--- config.mk ---
export PLATFORM = sky130hd
export DESIGN_NAME = twostep_ramp_seq
export DESIGN_NICKNAME = d
export VERILOG_FILES = /design/src/rtl/twostep_ramp_pkg.sv /design/src/rtl/tsr_sync.sv /design/src/rtl/tsr_merge.sv /design/src/rtl/twostep_ramp_seq.sv
export SDC_FILE = /design/constraint.sdc
export NUM_CORES = 1
export LEC_CHECK = 0
export ABC_CLOCK_PERIOD_IN_PS = 4700
export BUFFER_PORTS_ARGS = -buffer_cell sky130_fd_sc_hd__buf_2
export CORE_MARGIN = 2
export CORE_UTILIZATION = 60
export DETAILED_ROUTE_END_ITERATION = 7
export GPL_TIMING_DRIVEN = 0
export PLACE_DENSITY = 0.81
export SYNTH_ARGS = -nofsm -noshare
export SYNTH_HDL_FRONTEND = slang
export SYNTH_SLANG_ARGS = --single-unit
--- constraint.sdc ---
create_clock -name clk -period 4.7 [get_ports clk]
set_input_delay 0.47 -clock clk [delete_from_list [all_inputs] [get_ports clk]]
set_output_delay 0.47 -clock clk [all_outputs]
set_load 0.02 [all_outputs]
--- src/rtl/twostep_ramp_pkg.sv ---
package twostep_ramp_pkg;
   typedef enum logic [1:0] {
      ST_IDLE   = 2'd0,
      ST_COARSE = 2'd1,
      ST_FINE   = 2'd2,
      ST_DONE   = 2'd3
   } tsr_state_e;
endpackage

--- src/rtl/tsr_sync.sv ---
module tsr_sync #(
   parameter int STAGES = 2
) (
   input  logic clk,
   input  logic rst_n,
   input  logic clr,
   input  logic d,
   output logic q
);
   if (STAGES < 1) begin : g_bad_stages
      initial $error("tsr_sync: STAGES must be at least 1");
   end

   logic [STAGES-1:0] s_q;

   if (STAGES == 1) begin : g_single
      always_ff @(posedge clk) begin
         if (!rst_n || clr) s_q <= '0;
         else               s_q <= d;
      end
   end else begin : g_chain
      always_ff @(posedge clk) begin
         if (!rst_n || clr) s_q <= '0;
         else               s_q <= {s_q[STAGES-2:0], d};
      end
   end

   assign q = s_q[STAGES-1];

   AST_SYNC_CLEARED: assert property (@(posedge clk) disable iff (!rst_n)
      clr |=> !q);
endmodule

--- src/rtl/tsr_merge.sv ---
module tsr_merge #(
   parameter int CRS_W   = 7,
   parameter int FIN_W   = 7,
   parameter int OVERLAP = 64,
   localparam int FCODE_W = FIN_W + 1,
   localparam int OUT_W   = CRS_W + FIN_W
) (
   input  logic [CRS_W-1:0]   crs,
   input  logic [FCODE_W-1:0] fin,
   output logic [OUT_W-1:0]   code
);
   localparam int SUM_W = OUT_W + 2;
   localparam logic signed [SUM_W-1:0] MAXV = SUM_W'((1 << OUT_W) - 1);

   if (OVERLAP < 0 || OVERLAP >= (1 << FCODE_W)) begin : g_bad_ovl
      initial $error("tsr_merge: OVERLAP out of range");
   end

   logic signed [SUM_W-1:0] sum;

   always_comb begin
      sum = $signed({2'b00, crs, {FIN_W{1'b0}}})
          + $signed({{(SUM_W-FCODE_W){1'b0}}, fin});
   end

   if (OVERLAP == 0) begin : g_no_overlap
      always_comb code = (sum > MAXV) ? OUT_W'(MAXV) : sum[OUT_W-1:0];
   end else begin : g_overlap
      logic signed [SUM_W-1:0] adj;
      always_comb begin
         adj = sum - SUM_W'(OVERLAP);
         if (adj < 0)         code = '0;
         else if (adj > MAXV) code = OUT_W'(MAXV);
         else                 code = adj[OUT_W-1:0];
      end
   end
endmodule

--- src/rtl/twostep_ramp_seq.sv ---
module twostep_ramp_seq
   import twostep_ramp_pkg::*;
#(
   parameter int CRS_W       = 7,
   parameter int FIN_W       = 7,
   parameter int OVERLAP     = 64,
   parameter int SYNC_STAGES = 2,
   parameter int MAX_CYC     = 500
) (
   input  logic        clk,
   input  logic        rst_n,
   input  logic        start_i,
   input  logic        cmp_i,
   output logic        coarse_ramp_o,
   output logic        fine_ramp_o,
   output logic        hold_o,
   output logic [13:0] code_o,
   output logic        valid_o
);
   localparam int FCODE_W  = FIN_W + 1;
   localparam int OUT_W    = CRS_W + FIN_W;
   localparam int C_STEPS  = 1 << CRS_W;
   localparam int F_STEPS  = 1 << FCODE_W;
   localparam int CNT_W    = $clog2(F_STEPS + SYNC_STAGES + 1);
   localparam int WORST    = C_STEPS + F_STEPS + 2 * SYNC_STAGES + 3;
   localparam int LAT_W    = $clog2(MAX_CYC + 2);
   localparam logic [CNT_W-1:0] C_END = CNT_W'(C_STEPS - 1 + SYNC_STAGES);
   localparam logic [CNT_W-1:0] F_END = CNT_W'(F_STEPS - 1 + SYNC_STAGES);

   if (OUT_W != 14) begin : g_bad_width
      initial $error("twostep_ramp_seq: CRS_W + FIN_W must equal 14");
   end
   if (WORST > MAX_CYC) begin : g_bad_budget
      initial $error("twostep_ramp_seq: worst case exceeds cycle budget");
   end

   tsr_state_e          state_q;
   logic [CNT_W-1:0]    cnt_q;
   logic [CRS_W-1:0]    crs_q;
   logic [FCODE_W-1:0]  fin_q;
   logic [OUT_W-1:0]    code_q;
   logic [OUT_W-1:0]    merged;
   logic                valid_q;
   logic                trip;
   logic                phase_end;
   logic                sync_clr;
   logic [CNT_W-1:0]    cnt_comp;

   always_comb begin
      cnt_comp  = cnt_q - CNT_W'(SYNC_STAGES);
      phase_end = ((state_q == ST_COARSE) && (trip || cnt_q == C_END)) ||
                  ((state_q == ST_FINE)   && (trip || cnt_q == F_END));
      sync_clr  = (state_q == ST_IDLE) || (state_q == ST_DONE) || phase_end;
   end

   tsr_sync #(.STAGES(SYNC_STAGES)) u_sync (
      .clk   (clk),
      .rst_n (rst_n),
      .clr   (sync_clr),
      .d     (cmp_i),
      .q     (trip)
   );

   tsr_merge #(.CRS_W(CRS_W), .FIN_W(FIN_W), .OVERLAP(OVERLAP)) u_merge (
      .crs  (crs_q),
      .fin  (fin_q),
      .code (merged)
   );

   always_ff @(posedge clk) begin
      if (!rst_n) begin
         state_q <= ST_IDLE;
         cnt_q   <= '0;
         crs_q   <= '0;
         fin_q   <= '0;
         code_q  <= '0;
         valid_q <= 1'b0;
      end else begin
         valid_q <= 1'b0;
         unique case (state_q)
            ST_IDLE: begin
               cnt_q <= '0;
               if (start_i) state_q <= ST_COARSE;
            end
            ST_COARSE: begin
               if (phase_end) begin
                  crs_q   <= trip ? CRS_W'(cnt_comp) : {CRS_W{1'b1}};
                  cnt_q   <= '0;
                  state_q <= ST_FINE;
               end else begin
                  cnt_q <= cnt_q + 1'b1;
               end
            end
            ST_FINE: begin
               if (phase_end) begin
                  fin_q   <= trip ? FCODE_W'(cnt_comp) : {FCODE_W{1'b1}};
                  cnt_q   <= '0;
                  state_q <= ST_DONE;
               end else begin
                  cnt_q <= cnt_q + 1'b1;
               end
            end
            ST_DONE: begin
               code_q  <= merged;
               valid_q <= 1'b1;
               state_q <= ST_IDLE;
            end
            default: state_q <= ST_IDLE;
         endcase
      end
   end

   assign coarse_ramp_o = (state_q == ST_COARSE) && (cnt_q < CNT_W'(C_STEPS));
   assign fine_ramp_o   = (state_q == ST_FINE)   && (cnt_q < CNT_W'(F_STEPS));
   assign hold_o        = (state_q == ST_FINE)   || (state_q == ST_DONE);
   assign code_o        = code_q;
   assign valid_o       = valid_q;

   logic [LAT_W-1:0] lat_q;
   always_ff @(posedge clk) begin
      if (!rst_n || state_q == ST_IDLE) lat_q <= '0;
      else if (lat_q != {LAT_W{1'b1}})  lat_q <= lat_q + 1'b1;
   end

   AST_ONE_RAMP: assert property (@(posedge clk) disable iff (!rst_n)
      $onehot0({coarse_ramp_o, fine_ramp_o}));
   AST_VALID_PULSE: assert property (@(posedge clk) disable iff (!rst_n)
      valid_o |=> !valid_o);
   AST_CODE_STABLE: assert property (@(posedge clk) disable iff (!rst_n)
      !valid_o |=> (valid_o || $stable(code_o)));
   AST_COARSE_HELD: assert property (@(posedge clk) disable iff (!rst_n)
      fine_ramp_o |=> $stable(crs_q));
   AST_BUDGET: assert property (@(posedge clk) disable iff (!rst_n)
      lat_q <= LAT_W'(MAX_CYC));
endmodule

==> impl_metrics.yaml <==
critical_path:
  endpoint_kind: "flop"
  worstPathRequired_ns: 4.93
  cp-start-kind: "flop"
  crit_type: "reg2reg"
  cp_cell_sequence: "inv_1, ha_1, inv_1, ha_1, inv_1, fa_1, nand2b_1, a211oi_1, o31a_1, clkbuf_1, o31ai_1, a21oi_1"
  r2r_start: "fin_q[7]$_SDFFE_PN0P_"
  worstPathMaxFanout: 10
  cp.arrival_ns: 3.13
  slowest_delay_ns: 0.40
  worstSetupStartpoint: "fin_q[7]$_SDFFE_PN0P_"
  crit_path_top_delay_cell: "fa_1"
  cpMostUsedCell: "inv_1"
clock_network:
  cts-buffers-inserted: 5
  cts_hold_buf: 0
  clk_latency_ns: 0.30
  cts_resized: 0
  path_clk_slew_ns: 0.09
  postCtsSetupRepairBufs: 0
  cts_tree: "built"
  cts_max_level: 2
  cts_buffer_depth: 2
  numClockSinks: 43
  cts_root_buf: "clkbuf_8"
die:
  core-area_sq_um: 3943
  row_count: 23
  ios: 22
  dieArea_sq_um: 4568
  die_x_um: 67.59
  die_h_um: 67.59
  initial_core_util: 0.6154
timing:
  fin_skew_ns: 0.01008
  timing.final.max_slew_violations: 0
  finalSetupViolCount: 0
  worst_pin_slew_ns: 0.6240
  fin_tns_setup_ns: 0
  min_period_ns: 2.894
  slew_headroom: 0.5840
  max_freq_mhz: 345.6
  hold_violations: 0
  finalCritPeriodShare: 0.6156
  rsz0062_at_grt: "false"
layout:
  mostFrequentLayoutCells: "43 x dfxtp_1, 26 x nor2_1, 23 x buf_2"
  drive_above_1_share: 0.1386
  fillerInstances: 320
  syn_to_final_growth_pct: 11.55
  nets: 326
  final_common_cell: "dfxtp_1"
  antenna_cells: 0
placement:
  gp_congestion: 0.8533
  detailed_place_hpwl_um: 3737
  portBuffers: 21
global_routing:
  grt_util_met1: 0.2623
  gr-usage-all-layers: 0.2332
  grtUsageMet2: 0.4154
  antenna_found_initial: 0
  grt_pass1_vias: 1745
  grt-ovfl-total: 0
  grt_max_degree: 15
  busiest_layer: "met2"
  grt.met3_usage: 0.05000
  grt_pass1_wl_um: 7886
run_status:
  status: "complete, no violations"
logic_synthesis:
  yosys_warnings: 0
  synth_top_flop_cell: "dfxtp_1"
  yosys.area.top_type: "dfxtp_1"
  synth_edf_count: 0
  syn-mean-instance-area_sq_um: 8.854
  netlist.area_leader.share: 0.3548
  syn_inst: 274
  syn_nets: 298
  synth_cell_types: 40
  synth-seq-cells: 43
  synth_area_sq_um: 2426
  async_flop_share: 0
  yosysSeqAreaShare: 0.3548
  synthTopCellsByArea: "dfxtp_1 35%, ha_1 9.8%, nand2b_1 4.6%, nor2_1 4.0%, a21oi_1 3.9%"
detailed_routing:
  dr.pass1.iters: 7
  vias: 1973
  drt-wirelength-per-cell_um: 14.23
  via_per_inst: 5.589
  drcViolationCount: 0
  drtIter0Drc: 89
  drtAntennaViolNets: 0
  wl_um: 5022
flow_run:
  drv_cap: 0
power_and_ir_drop:
  power_density_nw_per_um2: 352.8
  ir_worst_vdd_uv: 288.2
  power.total_w: 0.0009549
  p_leak_nw: 1.082
hold_path:
  hp-start: "cmp_i"
  worstHoldPathType: "in2reg"
## cells by family after synthesis
group                    after synthesis  synth area share
AO/OA/AOI/OAI                         66            0.2120
XOR/XNOR                              16           0.05776
adder cells (fa/ha/maj)               20            0.1062
buffers and inverters                 38           0.06292
flip-flops                            43            0.3548
multiplexers                           3           0.01238
AND/OR/NAND/NOR                       88            0.1939
## cells in the mapped netlist (all sizes together) (2+ instances only)
library cell	n
and2	2
nand3	5
xor2	9
nand2b	18
a2111oi	3
a311oi	10
o31ai	12
nand2	9
clkbuf	13
nor3	5
xnor2	7
nand4	2
mux2i	3
nand3b	3
nor3b	3
and3	8
nor2	26
inv	22
a21o	2
dfxtp	43
a211oi	8
ha	19
nor2b	3
o221a	2
o21ai	5
buf	3
a21oi	19
## sequential cells by signal, indices dropped and copies added, names as in the netlist
| name | cells |
|---|---|
| code_o | 14 |
| cnt_q | 9 |
| fin_q | 8 |
| crs_q | 7 |
| state_q | 2 |
| u_sync.s_q | 2 |
| valid_o | 1 |
## per-stage QoR
step	hold WS (ns)	area, sq um	setup slack [ns]	instances	utilization
floorplan	0.4367	2426	2.222	274	-
detailed placement	0.4492	2594	1.825	345	0.6579
global route	0.3930	2706	1.577	353	0.6864
finish	0.3991	2706	1.806	353	0.6864
CTS	0.3964	2706	1.793	353	0.6864
global placement	0.4403	2594	1.888	345	0.6579
## power breakdown
group	internal [W]	total [W]	switching [W]
logic	0.0000946	0.000257	0.000162
clock network	0.000158	0.000293	0.000134
registers	0.000382	0.000406	0.0000235
total	0.000635	0.000955	0.000320
## area by class of cell
| class | count | area [sq um] | area share |
|---|---|---|---|
| clock inverters | 3 | 43.79 | 0.01618 |
| repair buffers | 21 | 105.1 | 0.03883 |
| multi-input cells | 193 | 1413 | 0.5220 |
| well taps | 50 | 62.56 | 0.02312 |
| plain buffers | 16 | 70.07 | 0.02589 |
| clock buffers | 5 | 68.82 | 0.02543 |
| flip-flops and latches | 43 | 860.8 | 0.3181 |
| inverters | 22 | 82.58 | 0.03051 |
## worst max-delay path, delay by kind of cell, from the launching register on
kind | cells | cell delay (ns)
buffers and inverters | 4 | 0.54
adder cells (fa/ha/maj) | 3 | 0.86
flip-flops | 1 | 0.35
AND/OR/NAND/NOR | 1 | 0.18
AO/OA/AOI/OAI | 4 | 0.90
## routing by layer
| layer | part of all wire | up-vias |
|---|---|---|
| met5 | 0 | - |
| met4 | 0.017 | 0 |
| met3 | 0.026 | 10 |
| met2 | 0.50 | 31 |
| met1 | 0.45 | 915 |
| li1 | - | 1017 |
## final timing paths
kind / to / depth (start not counted) / slack [ns]
max reg2reg: code_o[6]$_SDFFE_PN0P_ / 12 / 1.81
min reg2reg: code_o[9]$_SDFFE_PN0P_ / 2 / 0.47
min: u_sync.s_q[0]$_SDFF_PP0_ / 2 / 0.40
max: code_o[6]$_SDFFE_PN0P_ / 12 / 1.81
Note: power is estimated with default switching activity, not from simulation.
